<file path="config.mk">
export PLATFORM = sky130hd
export DESIGN_NAME = sync_settle_ctrl
export DESIGN_NICKNAME = d
export VERILOG_FILES = /design/src/rtl/sst_pkg.sv /design/src/rtl/sst_strobe_sync.sv /design/src/rtl/sst_pulse_gen.sv /design/src/rtl/sst_settle_track.sv /design/src/rtl/sync_settle_ctrl.sv
export SDC_FILE = /design/constraint.sdc
export NUM_CORES = 1
export LEC_CHECK = 0
export BUFFER_PORTS_ARGS = -buffer_cell sky130_fd_sc_hd__buf_4
export CAP_MARGIN = 30
export CORE_AREA = 10 10 47 49
export CTS_BUF_LIST = sky130_fd_sc_hd__clkbuf_4
export DETAILED_ROUTE_END_ITERATION = 6
export DIE_AREA = 0 0 57 59
export PLACE_DENSITY_LB_ADDON = 0.12
export REMOVE_ABC_BUFFERS = 1
export SETUP_SLACK_MARGIN = 0.3
export SLEW_MARGIN = 15
export SYNTH_ARGS = -nofsm -noshare
export SYNTH_HDL_FRONTEND = slang
export SYNTH_SLANG_ARGS = --single-unit
export TNS_END_PERCENT = 30
</file>
<file path="constraint.sdc">
create_clock -name clk -period 1.5 [get_ports clk]
set_input_delay 0.075 -clock clk [delete_from_list [all_inputs] [get_ports clk]]
set_output_delay 0.075 -clock clk [all_outputs]
set_load 0.01 [all_outputs]
</file>
<file path="src/rtl/sst_pkg.sv">
package sst_pkg;

  typedef enum logic {
    MODE_PLAIN  = 1'b0,
    MODE_SYNCED = 1'b1
  } settle_mode_e;

  // Number of conversion-done events up to and including the one that
  // makes the output trustworthy.
  function automatic int settle_target(settle_mode_e mode, int plain_settle,
                                       int sync_extra);
    if (mode == MODE_SYNCED) return 1 + sync_extra;
    return plain_settle + 1;
  endfunction

  function automatic int max_target(int plain_settle, int sync_extra);
    int a;
    int b;
    a = plain_settle + 1;
    b = sync_extra + 1;
    return (a > b) ? a : b;
  endfunction

  // Bits needed to hold 0 .. max_target inclusive.
  function automatic int count_width(int plain_settle, int sync_extra);
    int w;
    w = $clog2(max_target(plain_settle, sync_extra) + 1);
    return (w < 1) ? 1 : w;
  endfunction

endpackage

</file>
<file path="src/rtl/sst_strobe_sync.sv">
module sst_strobe_sync #(
  parameter int SYNC_STAGES = 2
) (
  input  logic clk,
  input  logic rst,
  input  logic din_async,
  output logic rise
);

  logic [SYNC_STAGES-1:0] chain;
  logic                   last_q;

  for (genvar i = 0; i < SYNC_STAGES; i++) begin : g_stage
    if (i == 0) begin : g_first
      always_ff @(posedge clk) begin
        if (rst) chain[0] <= 1'b0;
        else     chain[0] <= din_async;
      end
    end else begin : g_next
      always_ff @(posedge clk) begin
        if (rst) chain[i] <= 1'b0;
        else     chain[i] <= chain[i-1];
      end
    end
  end

  always_ff @(posedge clk) begin
    if (rst) last_q <= 1'b0;
    else     last_q <= chain[SYNC_STAGES-1];
  end

  assign rise = chain[SYNC_STAGES-1] & ~last_q;

  AST_RISE_SINGLE: assert property (@(posedge clk) disable iff (rst)
    rise |=> !rise);

endmodule

</file>
<file path="src/rtl/sst_pulse_gen.sv">
module sst_pulse_gen #(
  parameter int MIN_PULSE = 2
) (
  input  logic clk,
  input  logic rst,
  input  logic trig,
  output logic hold_req,
  output logic sync_n,
  output logic hold
);

  localparam int PW_W = (MIN_PULSE < 1) ? 1 : $clog2(MIN_PULSE + 1);

  logic [PW_W-1:0] width_cnt;

  // Rising-edge domain: a trigger (re)loads the width timer.
  always_ff @(posedge clk) begin
    if (rst)                  width_cnt <= '0;
    else if (trig)            width_cnt <= PW_W'(MIN_PULSE);
    else if (width_cnt != '0) width_cnt <= width_cnt - PW_W'(1);
  end

  assign hold_req = (width_cnt != '0);

  // Falling-edge retiming: the line moves half a period before the
  // converters sample it.
  always_ff @(negedge clk) begin
    if (rst) begin
      sync_n <= 1'b1;
      hold   <= 1'b0;
    end else begin
      sync_n <= ~hold_req;
      hold   <= hold_req;
    end
  end

  // Checker state: consecutive rising edges that saw the line low.
  logic [7:0] low_run;
  always_ff @(posedge clk) begin
    if (rst || sync_n)        low_run <= '0;
    else if (low_run != 8'hFF) low_run <= low_run + 8'd1;
  end

  AST_MIN_WIDTH: assert property (@(posedge clk) disable iff (rst)
    $rose(sync_n) |-> (int'(low_run) >= MIN_PULSE));

  AST_HOLD_MIRROR: assert property (@(posedge clk) disable iff (rst)
    hold == !sync_n);

endmodule

</file>
<file path="src/rtl/sst_settle_track.sv">
module sst_settle_track
  import sst_pkg::*;
#(
  parameter int PLAIN_SETTLE = 5,
  parameter int SYNC_EXTRA   = 4
) (
  input  logic clk,
  input  logic rst,
  input  logic restart,
  input  logic input_chg,
  input  logic done,
  output logic valid
);

  localparam int CNT_W = count_width(PLAIN_SETTLE, SYNC_EXTRA);

  logic [CNT_W-1:0] cnt;
  settle_mode_e     mode;
  int               tgt;

  assign tgt = settle_target(mode, PLAIN_SETTLE, SYNC_EXTRA);

  always_ff @(posedge clk) begin
    if (rst) begin
      cnt   <= '0;
      mode  <= MODE_PLAIN;
      valid <= 1'b0;
    end else if (restart) begin
      cnt   <= '0;
      mode  <= MODE_SYNCED;
      valid <= 1'b0;
    end else if (input_chg) begin
      cnt   <= '0;
      mode  <= MODE_PLAIN;
      valid <= 1'b0;
    end else if (done && (int'(cnt) < tgt)) begin
      cnt   <= cnt + CNT_W'(1);
      valid <= ((int'(cnt) + 1) == tgt);
    end
  end

  AST_COUNT_STEP: assert property (@(posedge clk) disable iff (rst)
    (cnt == '0) || (cnt == $past(cnt)) || (cnt == $past(cnt) + CNT_W'(1)));

  AST_VALID_ON_DONE: assert property (@(posedge clk) disable iff (rst)
    $rose(valid) |-> $past(done));

  AST_CHANGE_WINS: assert property (@(posedge clk) disable iff (rst)
    (input_chg && !restart) |=> (!valid && cnt == '0));

  AST_VALID_STICKY: assert property (@(posedge clk) disable iff (rst)
    (valid && !restart && !input_chg) |=> valid);

endmodule

</file>
<file path="src/rtl/sync_settle_ctrl.sv">
module sync_settle_ctrl #(
  parameter int MIN_PULSE    = 2,
  parameter int SYNC_STAGES  = 2,
  parameter int PLAIN_SETTLE = 5,
  parameter int SYNC_EXTRA   = 4
) (
  input  logic clk,
  input  logic rst,
  input  logic strobe_async,
  input  logic input_changed,
  input  logic conv_done,
  output logic sync_n,
  output logic hold,
  output logic data_valid
);

  logic strobe_rise;
  logic hold_req;

  sst_strobe_sync #(
    .SYNC_STAGES(SYNC_STAGES)
  ) u_sync (
    .clk      (clk),
    .rst      (rst),
    .din_async(strobe_async),
    .rise     (strobe_rise)
  );

  sst_pulse_gen #(
    .MIN_PULSE(MIN_PULSE)
  ) u_pulse (
    .clk     (clk),
    .rst     (rst),
    .trig    (strobe_rise),
    .hold_req(hold_req),
    .sync_n  (sync_n),
    .hold    (hold)
  );

  sst_settle_track #(
    .PLAIN_SETTLE(PLAIN_SETTLE),
    .SYNC_EXTRA  (SYNC_EXTRA)
  ) u_settle (
    .clk      (clk),
    .rst      (rst),
    .restart  (hold_req),
    .input_chg(input_changed),
    .done     (conv_done),
    .valid    (data_valid)
  );

  AST_RESET_IDLE: assert property (@(posedge clk)
    rst |=> (sync_n && !hold && !data_valid));

  AST_VALID_LOW_IN_HOLD: assert property (@(posedge clk) disable iff (rst)
    !sync_n |=> !data_valid);

  AST_TRIG_LOWERS_LINE: assert property (@(posedge clk) disable iff (rst)
    strobe_rise |=> hold_req);

endmodule

</file>
==> metrics.md <==
| Metric | Value |
|---|---|
| Status | finished, violations left |
| Violated checks | negative setup slack |
| Crit path cell chain | buf_6 |
| Worst Skew | 0.0567 ns |
| Synth Flop Type | dfxtp_1 |
| Setup crit end | sync_n |
| Reg-to-reg endpoint | u_settle.valid$_SDFFE_PP0P_ |
| Synth top cells by count | 12 x dfxtp_1, 4 x a21oi_1, 4 x inv_1, 4 x nand2_1, 4 x nor2_1 |
| Max VDD drop | 0.522 mV |
| Share of the synthesized area in the top cell type | 0.465 |
| First-pass GRT wire length | 1830 um |
| WL per Instance | 11.9 um |
| Die W | 57 um |
| Clock transition at path regs | 0.07 ns |
| Clock buffer depth | 2 |
| Worst Hold Class | in2reg |
| Worst Path Max Fanout | 1 |
| CTS buffer count | 3 |
| Final TNS setup | -0.128 ns |
| Number of fill cells | 142 |
| DP Cell Count | 81 |
| Endpoint class of the critical path | output port |
| Final-report hold violation count | 0 |
| Row cnt | 14 |
| # DRC | 0 |
| Required time worst endpoint | 1.42 ns |
| Synth async-reset ratio | 0 |
| Flop-to-flop setup slack | 0.02 ns |
| Core footprint | 1400 um^2 |
| Yosys reg bits | 12 |
| PD cells | 849 nW/um^2 |
| Reg2Reg Depth | 3 |
| Gr ovfl total | 0 |
| GRT Total Usage | 0.0682 |
| Worst-margin pin slew | 0.643 ns |
| Number of global-route vias before repair | 448 |
| Port buffer count | 7 |
| Final core occ | 0.519 |
| Post-CTS Setup Bufs | 0 |
| Die Y | 59 um |
| RD Place Congestion | 0.704 |
| I/O pins | 8 |
| Initial antenna violation count | 0 |
| Reg-to-reg startpoint | u_pulse.width_cnt[1]$_SDFFE_PP0P_ |
| Cells after synthesis | 54 |
| Post-synth EDFFs | 0 |
| Critical path type | reg2out |
| CP top delay family | flip-flops |
| Nets | 79 |
| Hold-fix buffers, CTS | 0 |
| Max-cap violations | 0 |
| Critical Path Max Stage Delay | 0.31 ns |
| N_diodes | 0 |
| H-Tree Depth | 1 |
| DR vias | 434 |
| Starting Density | 0.369 |
| Root buffer cell | clkbuf_4 |
| Slew Limit Fails | 0 |
| Top cells by area, synth | dfxtp_1 46%, ha_1 7.3%, a21oi_1 3.9% |
| Reg area | 250 um^2 |
| Final setup violation count | 2 |
| Sequential-to-total area share from yosys stat | 0.465 |
| RSZ-0062 raised after global routing | yes |
| Static Leak | 0.000314 uW |
| Yosys top cell by area | dfxtp_1 |
| Worst setup path startpoint | u_pulse.sync_n$_SDFF_NP1_ |
| Vias per cell | 5.05 |
| Largest net degree at the start of global routing | 9 |
| CTS tree | done |
| Startpoint Class | flip-flop |
| Max-slew headroom | 0.568 |
| Skew-Pair Late Insertion Delay | 0.32 ns |
| Count leader, synth | dfxtp_1 |
| Die area | 3360 um^2 |
| Fraction of layout cells with a size suffix above 1 | 0.486 |
| CP max stage cell | dfxtp_2 |
| Final ANT Viol Nets | 0 |
| Critical path depth | 1 |
| Number of iterations in the first detailed-routing pass | 3 |
| Final std cells w/o fill | 86 |
| Hpwl dp | 763 um |
| Crit path buf inv count | 1 |
| Area of the multi-input gates | 317 um^2 |
| Mean Syn Cell Area | 9.57 um^2 |
| Detailed Route WL | 1020 um |
| Synth unique cells | 24 |
| Final Worst Setup Slack | -0.0651 ns |
| DRT iter0 DRCs | 1 |
| CP arrival | 1.49 ns |
| Netlist Area Pre-Place | 517 um^2 |
| Ys Warns | 0 |
| # clock sinks | 12 |
| Area delta synth->final | 40.7% |
[state kept, by name, summed over array words and instances, names as in the netlist]
| signal | flops |
|---|---|
| u_pulse.hold | 1 |
| u_pulse.sync_n | 1 |
| u_pulse.width_cnt | 2 |
| u_settle.cnt | 3 |
| u_settle.mode | 1 |
| u_settle.valid | 1 |
| u_sync.chain | 2 |
| u_sync.last_q | 1 |
[worst min path at each step]
stage | startpoint | end | cells past startpoint
CTS | rst | u_pulse.width_cnt[1]$_SDFFE_PP0P_ | 2
detailed placement | strobe_async | u_sync.chain[0]$_SDFF_PP0_ | 2
global route | rst | u_pulse.width_cnt[1]$_SDFFE_PP0P_ | 2
global placement | strobe_async | u_sync.chain[0]$_SDFF_PP0_ | 2
finish | rst | u_pulse.width_cnt[1]$_SDFFE_PP0P_ | 2
floorplan | rst | u_sync.chain[0]$_SDFF_PP0_ | 1
[cell type report]
| type | instances | area share |
|---|---|---|
| Sequential cell | 12 | 0.344 |
| Multi-Input combinational cell | 38 | 0.435 |
| Inverter | 3 | 0.0155 |
| Tap cell | 16 | 0.0275 |
| Timing Repair Buffer | 11 | 0.129 |
| Clock inverter | 3 | 0.0172 |
| Clock buffer | 3 | 0.0310 |
[power by group]
part,internal [uW],switching (uW),total [uW],leakage (uW)
combinational,32.1,27.4,59.4,0.000189
sequential,330,7.53,337,0.000101
clock,104,116,220,0.0000245
[repair_timing]
| item | in CTS | in global routing |
|---|---|---|
| gates resized for setup | 15 | 6 |
| pin swaps | 2 | 3 |
| cloned | 0 | 0 |
| endpoints found under the setup margin | 8 | 8 |
[routing by layer]
layer	vias to the layer above	share of wire	global-route usage
li1	226	-	-
met2	5	0.48	0.107
met4	0	0.0098	0.0503
met3	2	0.034	0.0279
met1	201	0.48	0.0724
met5	-	0	0
[cell usage in the layout, fill, tap and decap left out, types with 2 or more instances in the layout]
| cell type | instances |
|---|---|
| inv_1 | 4 |
| and2b_1 | 2 |
| nor2_1 | 4 |
| dfxtp_2 | 8 |
| nand2_1 | 4 |
| and2b_2 | 2 |
| nor2b_1 | 2 |
| buf_4 | 8 |
| a21oi_1 | 4 |
| dfxtp_1 | 4 |
| nand3_1 | 2 |
| buf_6 | 3 |
| clkbuf_4 | 3 |
| ha_1 | 2 |
[through the flow]
step                cell area [um^2]  hold WS (ns)  power [uW]  setup WS (ns)
detailed placement               619         0.295         407         0.0222
global placement                 619         0.290         407         0.0202
finish                           727        0.0142         617        -0.0651
global route                     727        0.0133         660         -0.113
floorplan                        517         0.147         381         0.0505
CTS                              698       0.00825         620        -0.0710
[cells by family after synthesis]
logic type	count (synthesis)	share of synthesized area
xor gates and xnor gates	1	0.0170
and+or+nand+nor	22	0.252
buffers and inverters	4	0.0290
DFF	12	0.465
adders and majority gates	3	0.0726
AOI/OAI and AO/OA	12	0.165
(Power assumes the default switching activity.)
